[src/rtl/track_sector_sequencer.sv]
module track_sector_sequencer #(
  parameter int WORDS_PER_SECTOR = 64,
  parameter int DISK_SECTORS     = 90,
  parameter int DRUM_SECTORS     = 32,
  parameter int DISK_TRACKS      = 128,
  parameter int DRUM_TRACKS      = 1024
) (
  input  logic        clk,
  input  logic        rst,
  input  logic        load,
  input  logic [15:0] cmd_in,
  input  logic        drum_mode,
  input  logic        advance,
  output logic [15:0] cmd_word,
  output logic [5:0]  word_ptr,
  output logic        sector_end
);
  localparam int PTR_W     = $clog2(WORDS_PER_SECTOR);
  localparam int LAST_WORD = WORDS_PER_SECTOR - 1;

  logic [15:0]      cmd_q;
  logic [PTR_W-1:0] ptr_q;
  logic             end_q;

  logic [9:0]  trk_cur, trk_next;
  logic [6:0]  sec_cur, sec_next;
  logic [31:0] sec_lim, trk_lim;
  logic        at_last, sec_wrap, trk_wrap;
  logic [15:0] repacked;

  assign trk_cur  = drum_mode ? cmd_q[14:5] : {3'b000, cmd_q[13:7]};
  assign sec_cur  = drum_mode ? {2'b00, cmd_q[4:0]} : cmd_q[6:0];
  assign sec_lim  = drum_mode ? DRUM_SECTORS : DISK_SECTORS;
  assign trk_lim  = drum_mode ? DRUM_TRACKS : DISK_TRACKS;
  assign at_last  = (ptr_q == PTR_W'(LAST_WORD));
  assign sec_wrap = ({25'd0, sec_cur} + 32'd1) >= sec_lim;
  assign trk_wrap = ({22'd0, trk_cur} + 32'd1) >= trk_lim;
  assign sec_next = sec_wrap ? 7'd0 : sec_cur + 7'd1;
  assign trk_next = !sec_wrap ? trk_cur : (trk_wrap ? 10'd0 : trk_cur + 10'd1);
  assign repacked = drum_mode ? {cmd_q[15], trk_next, sec_next[4:0]}
                              : {cmd_q[15], 1'b0, trk_next[6:0], sec_next};

  always_ff @(posedge clk) begin
    if (rst) begin
      cmd_q <= '0;
      ptr_q <= '0;
      end_q <= 1'b0;
    end else if (load) begin
      cmd_q <= cmd_in;
      ptr_q <= '0;
      end_q <= 1'b0;
    end else if (advance) begin
      ptr_q <= at_last ? '0 : ptr_q + PTR_W'(1);
      end_q <= at_last;
      if (at_last) cmd_q <= repacked;
    end else begin
      end_q <= 1'b0;
    end
  end

  assign cmd_word   = cmd_q;
  assign word_ptr   = ptr_q;
  assign sector_end = end_q;

  assert_reset_clears_R1: assert property (@(posedge clk)
    rst |=> (cmd_word == 16'd0 && word_ptr == 6'd0 && !sector_end));

  assert_load_wins_R2: assert property (@(posedge clk) disable iff (rst)
    load |=> (word_ptr == 6'd0 && cmd_word == $past(cmd_in) && !sector_end));

  assert_ptr_step_R3: assert property (@(posedge clk) disable iff (rst)
    (advance && !load && word_ptr != 6'd63) |=> word_ptr == $past(word_ptr) + 6'd1);

  assert_ptr_wrap_R3: assert property (@(posedge clk) disable iff (rst)
    (advance && !load && word_ptr == 6'd63) |=> word_ptr == 6'd0);

  assert_cmd_hold_R4: assert property (@(posedge clk) disable iff (rst)
    (!load && !(advance && word_ptr == 6'd63)) |=> $stable(cmd_word));

  assert_dir_bit_R5: assert property (@(posedge clk) disable iff (rst)
    !load |=> cmd_word[15] == $past(cmd_word[15]));

  assert_end_pulse_R8: assert property (@(posedge clk) disable iff (rst)
    sector_end |-> (word_ptr == 6'd0 && !$past(load) && $past(advance)));

  assert_end_single_R8: assert property (@(posedge clk) disable iff (rst)
    sector_end |=> !sector_end || (word_ptr == 6'd0));
endmodule

[config.mk]
export PLATFORM = sky130hd
export DESIGN_NAME = track_sector_sequencer
export DESIGN_NICKNAME = d
export VERILOG_FILES = /design/src/rtl/track_sector_sequencer.sv
export SDC_FILE = /design/constraint.sdc
export NUM_CORES = 1
export LEC_CHECK = 0
export ABC_AREA = 1
export BUFFER_PORTS_ARGS = -buffer_cell sky130_fd_sc_hd__clkbuf_2
export CAP_MARGIN = 40
export CORE_ASPECT_RATIO = 1.25
export CORE_MARGIN = 2
export CORE_UTILIZATION = 40
export DETAILED_ROUTE_END_ITERATION = 12
export HOLD_SLACK_MARGIN = 0.08
export PLACE_DENSITY = 0.68
export SYNTH_ARGS = -nofsm -noshare
export SYNTH_HDL_FRONTEND = slang
export SYNTH_SLANG_ARGS = --single-unit
[constraint.sdc]
create_clock -name clk -period 7.2 [get_ports clk]
set_input_delay 0 -clock clk [delete_from_list [all_inputs] [get_ports clk]]
set_output_delay 0 -clock clk [all_outputs]
set_load 0.1 [all_outputs]
Yosys cells after proc, flatten, opt, wreduce, memory -nomap -nowiden
Cells that the tools add are included.

Add/subtract/negate cells: 5. $lt $le $gt $ge: 2. Equality and inequality tests: 1. Multiplexer cells: 12. Bitwise gates (word level): 1. Reduce and logical (&&, ||, !) cells: 5.

Operators with widths (number): $mux 15 (3); $mux 10 (3); $mux 7 (3); $mux 16 (1); $add 10x1->11 const B (1); $ge 11x11->1 (1); $mux 11 (1); $add 10x1->10 const B (1); $add 7x1->8 const B (1); $ge 8x7->1 (1); $add 7x1->7 const B (1); $add 6x1->6 const B (1); $eq 6x6->1 const B (1); $mux 6 (1); $reduce_bool 2->1 (2); $reduce_or 3->1 (1); $reduce_and 2->1 (1); $reduce_or 2->1 (1); $not 1->1 (1).

Bits in registers: 23. Input port bits: 21. Output and inout bits: 23.

Longest topological paths before layout
Word-level depth: 9. Mapped depth: 21. Gate-level depth less buffers: 20.

Worst setup path after synthesis
Ideal clock, no wire load.

Path type: register to register. Start point: register cmd_q[0] (netlist: cmd_word[0]). End point: register cmd_q[7] (netlist: cmd_word[7]). Setup time: 0.056 ns. Arrival time: 3.390 ns. Data required time: 7.144 ns. Slack: 3.754 ns. Stages on the path, launching flop included: 20. Clock period less this slack: 3.446 ns. Cell sequence: dfxtp_1 > ha_1 > nand3_1 > or3b_2 > xnor2_1 > inv_1 > ha_1 > inv_1 > o211ai_1 > inv_1 > nand3_2 > buf_4 > nand2_1 > inv_1 > nand3_2 > nand2_1 > nand2_1 > nand3_1 > nand2_1 > inv_1.

Cells in the longest elaborated chain, start to end: 8.

RTL lines: start: declaration (line 21) `logic [15:0] cmd_q;`; start signal: assignment (line 49) `cmd_q <= cmd_in;`; start signal: assignment (line 55) `if (at_last) cmd_q <= repacked;`; $mux 7 (line 32) `assign sec_cur = drum_mode ? {2'b00, cmd_q[4:0]} : cmd_q[6:0];`; $add 7x1->8 (line 36) `assign sec_wrap = ({25'd0, sec_cur} + 32'd1) >= sec_lim;`; $ge 8x7->1 (line 36); $mux 10 (line 39) `assign trk_next = !sec_wrap ? trk_cur : (trk_wrap ? 10'd0 : trk_cur + 10'd1);`; $mux 15 (line 40) `assign repacked = drum_mode ? {cmd_q[15], trk_next, sec_next[4:0]}`; $mux 15 (line 55); $mux 15 (line 52) `end else if (advance) begin`; $mux 16 (line 48) `end else if (load) begin`.

No other way between the ends. The select of a mux whose other input is x is not followed. A chain may end at the register's enable or synchronous reset.

Worst setup path in the final report
Start point: register cmd_q[0] (netlist: cmd_word[0]). End point: register cmd_q[2] (netlist: cmd_word[2]).

Cells in the longest elaborated chain, start to end: 8. Elaborated cells between the ends (all ways): 9.

RTL lines: $mux 7 * (line 32); $add 7x1->8 (line 36); $ge 8x7->1 (line 36); $mux 7 * (line 38) `assign sec_next = sec_wrap ? 7'd0 : sec_cur + 7'd1;`; $mux 15 * (line 40); $mux 15 * (line 55); $mux 15 * (line 52); $mux 16 * (line 48).

Mark *: on every way between the ends. The rest lies on a longest branch, timed or not. The select of a mux whose other input is x is not followed.

==> flow_summary.toml <==
[run_status]
outcome = "complete, no violations"

[critical_path]
crit_fanout = 14
crit_type = "flop to flop"
worstSetupEndpointType = "flop"
start_kind = "flop"
crit_arrival_ns = 3.78
required_ns = 7.42

[drt]
wl_met3_um = 232
routed-wl-met2_um = 3260
drtIter0Drc = 99
drc = 0
vias = 2441
wl_um = 6340
dr.pass1.iters = 4
wl_met1_um = 2570
wl_per_cell_um = 13.2
highest_layer = "met4"
detail-route-antenna-nets = 0
viasPerCell = 5.10

[finish]
nFillCells = 571
diodes = 0
synthToLayoutAreaGrowth_pct = 21.9
finalNonFillerCells = 479
final_nets = 447
seqCellArea_sq_um = 460
multi_input_area_sq_mm = 0.00146
final_core_util = 0.499
final_layout_size_suffix_gt1_frac = 0.212

[synth]
syn_inst = 357
avgSynthCellArea_sq_um = 6.15
synth_xor_xnor_area_share = 0.0239
synthAdderAreaFrac = 0.0570
yosysSeqAreaShare = 0.210
yosysTopAreaCell = "dfxtp_1"
yosysWarnings = 0
yosys.area.top_type_share = 0.210
synthMuxAreaShare = 0
yosysUniqueCellTypes = 38
ys_seq_elements = 23
syn-cell-area_sq_mm = 0.00220
synth_top_family_by_area = "simple AND/OR/NAND/NOR gates"
synthSimpleGateAreaFrac = 0.488
synth_compound_area_frac = 0.0940
syn-num-nets = 388
synthTopCellsByArea = "dfxtp_1, nand2_1, inv_1, ha_1, nand3_1"

[global_route]
first_global_vias = 2366
grt_pass1_wl_um = 11000
grt_start_max_net_pins = 22
antenna_found_initial = 0
track_usage = 0.223
grt_overflow = 0

[clock_tree]
post_cts_buffers = 0
cts_tree = "built"
h-tree-depth = 1
cts_buffer_depth = 2
cts_sinks = 23
cts-resized-gates = 0
ctsRootBufferMaster = "clkbuf_8"
numCtsBuffers = 3
clk_latency_ns = 0.27
path_clk_slew_ns = 0.09

[floorplan]
dieArea_sq_mm = 0.00610
coreArea_sq_mm = 0.00537
dieWidth_um = 70.3
num_rows = 30
die_y_um = 86.8
initial_core_util = 0.409
pin_count = 44

[min_path]
hp-class = "primary input to flop"

[sta]
hold_viol = 0
setup_tns_ns = 0
final-setup-viol-count = 0
period_needed_ns = 3.56
period_share = 0.494
worst_slew_pin_slew_ns = 0.567
drv_slew = 0
relSlewSlack = 0.620
rsz0062_at_grt = "no"
skew_ns = 0.00217
timing.hold.ws_ns = 0.0683
max_freq_mhz = 281

[place]
gp_congestion = 0.881
dp_cells = 456
io_buffers = 43
dp_hpwl_um = 4740

[power]
ir_drop_uv = 119
p_leak_nw = 1.42
p_per_area_mw_per_mm2 = 141
power_mw = 0.378

[job]
cap_viol_max_count = 0
[kinds of logic (layout without fill, tap and decap cells)]
kind of cell / Yosys count / after routing
buf+inv: 69 / 127
xor+xnor: 6 / 6
simple gates: 211 / 211
fa+ha+maj: 10 / 10
compound gates: 38 / 38
flops: 23 / 23
[layout make-up]
type | count | area share
tap | 64 | 0.0299
clock inverter | 1 | 0.00187
inverter | 61 | 0.0856
timing repair buffer | 62 | 0.151
multi-input combinational | 265 | 0.544
clock buffer | 3 | 0.0154
sequential | 23 | 0.172
[metrics by stage]
stage	area [sq um]	worst slack, ns
3_3_place_gp	2440	4.06
2_1_floorplan	2200	3.75
6_report	2680	3.64
3_5_place_dp	2440	3.95
5_1_grt	2680	3.37
4_1_cts	2680	3.68
[flip-flops by register name, indices dropped and copies added, names as in the netlist]
name	count
cmd_word	16
word_ptr	6
sector_end	1
[report_power, final]
part / internal, mW / switching [mW]
Sequential: 0.134 / 0.00997
Clock: 0.0388 / 0.0456
Combinational: 0.0404 / 0.110
[Yosys cell counts (all sizes together)]
master   instances
a21oi           16
a31oi            6
and3             1
buf              5
clkbuf           3
clkinv           2
dfxtp           23
ha              10
inv             59
nand2          137
nand3           31
nand3b           3
nand4            3
nor2            26
nor3             7
nor3b            1
o2111ai          1
o211ai           1
o21ai           13
o31ai            1
or2              1
or3b             1
xnor2            2
xor2             4
[path summary, 6_finish.rpt]
path,from,cells after the start,endpoint,slack [ns]
setup / recovery,cmd_word[0]$_SDFFE_PP0P_,14,cmd_word[2]$_SDFFE_PP0P_,3.64
hold / removal,cmd_in[13],5,cmd_word[13]$_SDFFE_PP0P_,0.07
setup reg to reg,cmd_word[0]$_SDFFE_PP0P_,14,cmd_word[2]$_SDFFE_PP0P_,3.64
hold reg to reg,word_ptr[1]$_SDFFE_PP0P_,2,word_ptr[1]$_SDFFE_PP0P_,0.53
[metal layers]
layer | global-route usage | vias to the layer above
li1 | - | 1234
met1 | 0.245 | 1121
met2 | 0.414 | 63
met3 | 0.0233 | 23
met4 | 0.124 | 0
met5 | 0 | -
[worst max-delay path, cell delays in order, from the launching register on]
cell           delay (ns)
dfxtp_1              0.42
ha_1                 0.22
nand3_1              0.12
or3b_2               0.48
xnor2_1              0.21
inv_1                0.07
ha_1                 0.31
inv_1                0.07
o211ai_1             0.09
inv_1                0.07
nand3_2              0.25
nor3_2               0.38
nand3_1              0.13
a31oi_1              0.15
dlygate4sd3_1        0.56
[cells in the final DEF (no fill, tap or decap), types with 2 or more instances in the layout]
master | netlist | final
nand2_1 | 118 | 118
nor3_1 | 6 | 6
clkbuf_8 | 0 | 3
ha_1 | 10 | 10
a31oi_1 | 6 | 6
nand3_1 | 21 | 21
nand2_2 | 10 | 10
nand4_1 | 3 | 3
nand3_2 | 9 | 9
nand2_4 | 8 | 8
inv_1 | 56 | 56
nor2_2 | 2 | 2
dlygate4sd3_1 | 0 | 19
o21ai_0 | 12 | 12
inv_2 | 3 | 3
clkbuf_2 | 1 | 43
nor2_1 | 20 | 20
nor2_4 | 4 | 4
xnor2_1 | 2 | 2
xor2_1 | 4 | 4
dfxtp_1 | 23 | 23
nand3b_1 | 3 | 3
clkinv_1 | 2 | 2
a21oi_1 | 16 | 16
[repair_timing]
action	CTS	global route
hold endpoints to repair	16	0
hold buffers	19	0
setup endpoints to repair	0	0
(Power assumes the default switching activity.)
